===== src/rtl/ctl_pkg.sv =====
package ctl_pkg;

  typedef enum logic [1:0] {
    RGN_NONE = 2'd0,
    RGN_SWI  = 2'd1,
    RGN_CMP  = 2'd2,
    RGN_TIME = 2'd3
  } rgn_e;

  // Timer condition: compare value at or below the live count.
  function automatic logic cmp_due(input logic [63:0] cmpv, input logic [63:0] now);
    return cmpv <= now;
  endfunction

  // Replace one 32-bit half of a 64-bit value, keep the other.
  function automatic logic [63:0] merge_half(input logic [63:0] old,
                                             input logic        hi,
                                             input logic [31:0] w);
    return hi ? {w, old[31:0]} : {old[63:32], w};
  endfunction

  function automatic logic [31:0] pick_half(input logic [63:0] v, input logic hi);
    return hi ? v[63:32] : v[31:0];
  endfunction

endpackage


===== src/rtl/ctl_addr_decode.sv =====
module ctl_addr_decode
  import ctl_pkg::*;
#(
  parameter int unsigned ADDR_W    = 17,
  parameter int unsigned NUM_HARTS = 4,
  parameter int unsigned IDX_W     = 2,
  parameter int unsigned SWI_BASE  = 32'h0000_0000,
  parameter int unsigned CMP_BASE  = 32'h0000_4000,
  parameter int unsigned TIME_BASE = 32'h0000_BFF8,
  parameter int unsigned APERTURE  = 32'h0001_0000
) (
  input  logic [ADDR_W-1:0] addr,
  input  logic              we,
  input  logic              re,
  output rgn_e              rgn,
  output logic [IDX_W-1:0]  hart,
  output logic              hi,
  output logic              ok,
  output logic              bad
);

  localparam logic [31:0] TIME_END = 32'(TIME_BASE) + 32'd8;

  logic [31:0] a;
  logic [31:0] idx32;
  logic        misalign;
  logic        idx_over;
  logic        fault;
  logic        access;

  assign a = 32'(addr);

  always_comb begin
    rgn   = RGN_NONE;
    idx32 = '0;
    if (a < 32'(APERTURE)) begin
      if (a >= 32'(SWI_BASE) && a < 32'(CMP_BASE)) begin
        rgn   = RGN_SWI;
        idx32 = (a - 32'(SWI_BASE)) >> 2;
      end else if (a >= 32'(CMP_BASE) && a < 32'(TIME_BASE)) begin
        rgn   = RGN_CMP;
        idx32 = (a - 32'(CMP_BASE)) >> 3;
      end else if (a >= 32'(TIME_BASE) && a < TIME_END) begin
        rgn   = RGN_TIME;
      end
    end
  end

  assign misalign = (a[1:0] != 2'b00);
  assign idx_over = (idx32 >= 32'(NUM_HARTS));
  assign hi       = a[2];
  assign hart     = idx32[IDX_W-1:0];

  assign fault  = (rgn == RGN_NONE) || misalign ||
                  (((rgn == RGN_SWI) || (rgn == RGN_CMP)) && idx_over) ||
                  ((rgn == RGN_TIME) && we);
  assign access = we || re;
  assign ok     = access && !fault;
  assign bad    = access && fault;

endmodule


===== src/rtl/ctl_time_base.sv =====
module ctl_time_base #(
  parameter int unsigned W = 64
) (
  input  logic         clk,
  input  logic         rst_n,
  input  logic         tick_en,
  output logic [W-1:0] now
);

  always_ff @(posedge clk) begin
    if (!rst_n) now <= '0;
    else if (tick_en) now <= now + W'(1);
  end


  time_hold_chk: assert property (@(posedge clk) disable iff (!rst_n)
    !tick_en |=> $stable(now));


  time_step_chk: assert property (@(posedge clk) disable iff (!rst_n)
    tick_en |=> !$stable(now));

endmodule


===== src/rtl/ctl_hart_slot.sv =====
module ctl_hart_slot
  import ctl_pkg::*;
(
  input  logic        clk,
  input  logic        rst_n,
  input  logic        cmp_wr,
  input  logic        cmp_hi,
  input  logic        swi_wr,
  input  logic [31:0] wdata,
  input  logic [63:0] now,
  output logic [63:0] cmp_q,
  output logic        swi_q,
  output logic        timer_irq
);

  always_ff @(posedge clk) begin
    if (!rst_n) cmp_q <= '0;
    else if (cmp_wr) cmp_q <= merge_half(cmp_q, cmp_hi, wdata);
  end

  always_ff @(posedge clk) begin
    if (!rst_n) swi_q <= 1'b0;
    else if (swi_wr) swi_q <= wdata[0];
  end

  assign timer_irq = cmp_due(cmp_q, now);


  cmp_hi_keep_chk: assert property (@(posedge clk) disable iff (!rst_n)
    (cmp_wr && !cmp_hi) |=> (cmp_q[63:32] == $past(cmp_q[63:32])));


  cmp_lo_keep_chk: assert property (@(posedge clk) disable iff (!rst_n)
    (cmp_wr && cmp_hi) |=> (cmp_q[31:0] == $past(cmp_q[31:0])));


  timer_cause_chk: assert property (@(posedge clk) disable iff (!rst_n)
    !$stable(timer_irq) |-> ($past(cmp_wr) || !$stable(now)));


  swi_cause_chk: assert property (@(posedge clk) disable iff (!rst_n)
    !$stable(swi_q) |-> $past(swi_wr));

endmodule


===== src/rtl/core_timer_intc.sv =====
module core_timer_intc
  import ctl_pkg::*;
#(
  parameter int unsigned ADDR_W    = 17,
  parameter int unsigned NUM_HARTS = 4,
  parameter int unsigned SWI_BASE  = 32'h0000_0000,
  parameter int unsigned CMP_BASE  = 32'h0000_4000,
  parameter int unsigned TIME_BASE = 32'h0000_BFF8,
  parameter int unsigned APERTURE  = 32'h0001_0000
) (
  input  logic                 clk,
  input  logic                 rst_n,
  input  logic                 tick_en,
  input  logic [ADDR_W-1:0]    bus_addr,
  input  logic                 bus_we,
  input  logic                 bus_re,
  input  logic [31:0]          bus_wdata,
  output logic [31:0]          bus_rdata,
  output logic                 bus_err,
  output logic [NUM_HARTS-1:0] timer_irq,
  output logic [NUM_HARTS-1:0] soft_irq
);

  localparam int unsigned IDX_W = (NUM_HARTS > 1) ? $clog2(NUM_HARTS) : 1;

  rgn_e             dec_rgn;
  logic [IDX_W-1:0] dec_hart;
  logic             dec_hi;
  logic             dec_ok;
  logic             dec_bad;

  logic [63:0]          now;
  logic [63:0]          cmp_all [NUM_HARTS];
  logic [NUM_HARTS-1:0] cmp_wr_vec;
  logic [NUM_HARTS-1:0] swi_wr_vec;
  logic                 any_cmp_wr;
  logic                 any_swi_wr;
  logic [31:0]          rd_word;
  logic                 rd_take;

  ctl_addr_decode #(
    .ADDR_W(ADDR_W), .NUM_HARTS(NUM_HARTS), .IDX_W(IDX_W),
    .SWI_BASE(SWI_BASE), .CMP_BASE(CMP_BASE),
    .TIME_BASE(TIME_BASE), .APERTURE(APERTURE)
  ) u_dec (
    .addr(bus_addr), .we(bus_we), .re(bus_re),
    .rgn(dec_rgn), .hart(dec_hart), .hi(dec_hi),
    .ok(dec_ok), .bad(dec_bad)
  );

  ctl_time_base #(.W(64)) u_time (
    .clk(clk), .rst_n(rst_n), .tick_en(tick_en), .now(now)
  );

  for (genvar g = 0; g < NUM_HARTS; g++) begin : g_hart
    assign cmp_wr_vec[g] = bus_we && dec_ok && (dec_rgn == RGN_CMP) &&
                           (dec_hart == IDX_W'(g));
    assign swi_wr_vec[g] = bus_we && dec_ok && (dec_rgn == RGN_SWI) &&
                           (dec_hart == IDX_W'(g));

    ctl_hart_slot u_slot (
      .clk(clk), .rst_n(rst_n),
      .cmp_wr(cmp_wr_vec[g]), .cmp_hi(dec_hi),
      .swi_wr(swi_wr_vec[g]), .wdata(bus_wdata),
      .now(now), .cmp_q(cmp_all[g]),
      .swi_q(soft_irq[g]), .timer_irq(timer_irq[g])
    );
  end

  assign any_cmp_wr = |cmp_wr_vec;
  assign any_swi_wr = |swi_wr_vec;

  always_comb begin
    rd_word = '0;
    for (int i = 0; i < NUM_HARTS; i++) begin
      if (dec_hart == IDX_W'(i)) begin
        if (dec_rgn == RGN_SWI) rd_word = {31'b0, soft_irq[i]};
        if (dec_rgn == RGN_CMP) rd_word = pick_half(cmp_all[i], dec_hi);
      end
    end
    if (dec_rgn == RGN_TIME) rd_word = pick_half(now, dec_hi);
  end

  assign rd_take = bus_re && !bus_we && dec_ok;

  always_ff @(posedge clk) begin
    if (!rst_n) begin
      bus_rdata <= '0;
      bus_err   <= 1'b0;
    end else begin
      bus_rdata <= rd_take ? rd_word : 32'd0;
      bus_err   <= dec_bad;
    end
  end


  err_cause_chk: assert property (@(posedge clk) disable iff (!rst_n)
    bus_err |-> $past(bus_we || bus_re));


  err_zero_chk: assert property (@(posedge clk) disable iff (!rst_n)
    bus_err |-> (bus_rdata == 32'd0));


  rdata_idle_chk: assert property (@(posedge clk) disable iff (!rst_n)
    !$past(bus_re) |-> (bus_rdata == 32'd0));


  one_cmp_wr_chk: assert property (@(posedge clk) disable iff (!rst_n)
    $onehot0(cmp_wr_vec) && $onehot0(swi_wr_vec));


  no_mixed_wr_chk: assert property (@(posedge clk) disable iff (!rst_n)
    !(any_cmp_wr && any_swi_wr));

endmodule


===== config.mk =====
export PLATFORM = sky130hd
export DESIGN_NAME = core_timer_intc
export DESIGN_NICKNAME = d
export VERILOG_FILES = /design/src/rtl/ctl_pkg.sv /design/src/rtl/ctl_addr_decode.sv /design/src/rtl/ctl_time_base.sv /design/src/rtl/ctl_hart_slot.sv /design/src/rtl/core_timer_intc.sv
export SDC_FILE = /design/constraint.sdc
export NUM_CORES = 1
export LEC_CHECK = 0
export BUFFER_PORTS_ARGS = -buffer_cell sky130_fd_sc_hd__buf_4
export CORE_MARGIN = 4
export CORE_UTILIZATION = 35
export CTS_BUF_LIST = sky130_fd_sc_hd__clkbuf_16
export CTS_CLUSTER_SIZE = 8
export DETAILED_ROUTE_END_ITERATION = 6
export GPL_ROUTABILITY_DRIVEN = 0
export PLACE_DENSITY = 0.59
export SYNTH_ARGS = -nofsm -noshare
export SYNTH_HDL_FRONTEND = slang
export SYNTH_HIERARCHICAL = 1
export SYNTH_SLANG_ARGS = --single-unit
export TNS_END_PERCENT = 50

===== constraint.sdc =====
create_clock -name clk -period 9.16 [get_ports clk]
set_input_delay 0.916 -clock clk [delete_from_list [all_inputs] [get_ports clk]]
set_output_delay 0.916 -clock clk [all_outputs]
set_load 0.02 [all_outputs]

==> flow_summary.ini <==
[global_route]
grt_pass1_vias = 18060
track_usage = 0.2266
antenna_found_initial = 2
grt_max_degree = 94
grt-ovfl-total = 0
grt_first_pass_wirelength_mm = 120.6

[layout]
fin_area_um2 = 25510
final_layout_size_suffix_gt1_frac = 0.1028
syn_to_final_growth_pct = 12.35
layout.nets = 3072
instances_no_fill = 3619

[logic_synthesis]
synth_warnings = 6
synth_xor_area_frac = 0.01234
synth_top_area_share = 0.3147
synth_ff_type = dfxtp_1
synth_edf_count = 0
muxShareOfSynthArea = 0.08060
yosysTopAreaCell = dfxtp_1
syn_area_per_cell_um2 = 8.377
synth_top_family_by_area = simple AND/OR/NAND/NOR gates
synth_cells = 2711
syn-num-nets = 3026
synth_compound_area_frac = 0.1730
ys_types = 73
synthTopCellsByArea = dfxtp_1 31%, ha_1 14%, nand2_1 10%, a21boi_0 6.4%, mux4_2 5.9%
synthAdderAreaFrac = 0.1438
ys_seq_area_frac = 0.3147
async_reset_ff_frac = 0
synth_simple_gate_area_frac = 0.2064
ys_seq_elements = 357
syn_area_um2 = 22710

[sta]
fmax_mhz = 186.9
worst-slew-pin-transition_ns = 1.347
setup_viol = 0
min_period_ns = 5.349
whs_ns = 0.4727
min_period_over_period = 0.5840
hold_viol_final = 0
drv_slew = 0
final.setup.tns_ns = 0
maxSlewHeadroom = 0.09021
rsz0062_at_grt = no
finClkSkew_ns = 0.02520

[setup_path]
crit_chain = inv_1 -> ha_1 -> a21oi_1 -> o21ai_0 -> o2bb2ai_1 -> o41ai_1 -> nand4b_1 -> o21ai_1 -> buf_4
critPathMaxStageDelay_ns = 1.09
slowest_stage = o41ai_1
critical_path_arrival_ns = 4.43
startpoint_type = flip-flop
path_class = reg -> out
crit_fanout = 10
cp-end-kind = output port
cp.required_ns = 8.24

[power]
ir_drop_mv = 0.1199
power_leakage_nw = 9.499
p_total_mw = 3.477
powerDensity_nw_per_um2 = 136.3

[status]
status = finished clean

[die]
io_pins = 95
die-area_um2 = 69030
fp.coreArea_um2 = 64350
die_h_um = 262.7
num_rows = 93
initial_core_util = 0.3529
die_x_um = 262.7

[routing]
drc_errors = 0
viasPerCell = 5.468
dr_total_vias = 19790
drt-total-wl_mm = 81.50
dr_wl_met3_mm = 6.553
wl_met2_mm = 35.86
wl_met1_mm = 36.93
highest_layer = met5
drt_iter0_drc = 2081
drt_pass1_iterations = 5
wl_per_cell_um = 22.52
ant_nets = 0

[clock_network]
cts_root_buffer = clkbuf_16
tritoncts = yes
cts_sinks = 357
cts-resized-gates = 0
clk_path_buf_depth = 3
postCtsSetupRepairBufs = 0
clk_pin_slew_worst_paths_ns = 0.05
numCtsBuffers = 51
clock_latency_ns = 0.60
htreeDepth = 2
ctsHoldBuffers = 0

[place]
post-place-cells = 3559
postPlaceCellArea_um2 = 24160
portBuffers = 94
dp_hpwl_mm = 57.16

[flow_run]
drv_cap = 0

[min_path]
hp-class = reg -> reg
## Yosys cell counts (30+ instances only)
cell type,count
a21boi_0,195
a21boi_1,64
a21oi_1,143
buf_2,30
clkbuf_1,77
dfxtp_1,357
ha_1,261
inv_1,272
mux2i_1,49
mux4_2,59
nand2_1,614
nand3_1,44
nand4_1,82
nor2_1,93
o21ai_0,47
## where the power goes
part,switching [mW],internal [mW],total (mW)
clock network,0.710,0.993,1.70
registers,0.00423,1.56,1.56
logic,0.135,0.0770,0.212
total,0.850,2.63,3.48
## worst paths after layout
check / start / end / slack [ns] / cells after the start
worst max-delay path: u_time/now[5] / timer_irq[1] / 3.81 / 9
worst min-delay path: g_hart[0].u_slot/cmp_q[9] / g_hart[0].u_slot/cmp_q[9] / 0.47 / 2
worst max register to register: u_time/now[0] / u_time/now[55] / 6.12 / 5
worst min register to register: g_hart[0].u_slot/cmp_q[9] / g_hart[0].u_slot/cmp_q[9] / 0.47 / 2
## flip-flops by register name (all words and copies together) (netlist names)
register             cells
u_time/now              64
bus_err                  1
bus_rdata               32
g_hart.u_slot/cmp_q    256
g_hart.u_slot/swi_q      4
## placed cells by master (no fill, tap or decap), drive strengths merged, types with 25 or more instances in the layout
cell and instances:
inv 276, clkbuf 52, nand4 92, ha 261, buf 114, mux4 59, nor4 25, nand3 44
dfxtp 357, a21oi 144, nand2 615, a21boi 259, o21ai 57, a221o 32, nor2 94, mux2i 49
## cell type report
| cell class | count | area (um2) |
|---|---|---|
| flip-flops and latches | 357 | 7147 |
| fillers | 6407 | 38830 |
| repair buffers | 114 | 863.3 |
| clock inverters | 7 | 48.80 |
| inverters | 272 | 1021 |
| multi-input cells | 1961 | 14060 |
| clock buffers | 52 | 1301 |
| well taps | 855 | 1070 |
| diodes | 1 | 2.502 |
## metrics by stage
stage,util,setup WS (ns)
2_1_floorplan,-,4.766
6_report,0.3965,3.811
3_3_place_gp,0.3755,3.638
3_5_place_dp,0.3755,3.450
4_1_cts,0.3965,4.073
5_1_grt,0.3965,3.637
## layer usage
| metal | vias up | global-route usage |
|---|---|---|
| li1 | 9510 | - |
| met4 | 2 | 0.05859 |
| met2 | 759 | 0.3531 |
| met1 | 9390 | 0.3211 |
| met5 | - | 0 |
| met3 | 126 | 0.04616 |
## kinds of logic (layout without fill, tap and decap cells)
logic type / Yosys count / count (layout)
fa+ha+maj: 261 / 261
xor+xnor: 32 / 32
other cells: 0 / 1
compound gates: 570 / 570
mux: 109 / 109
simple gates: 989 / 989
flops: 357 / 357
buf+inv: 393 / 445
## critical path, delay by kind of cell, from the launching register on
family | cells | cell delay, ns
compound gates | 5 | 2.02
fa+ha+maj | 1 | 0.32
buf+inv | 2 | 0.29
flops | 1 | 0.65
simple gates | 1 | 0.54
Note: power is estimated with default switching activity, not from simulation.
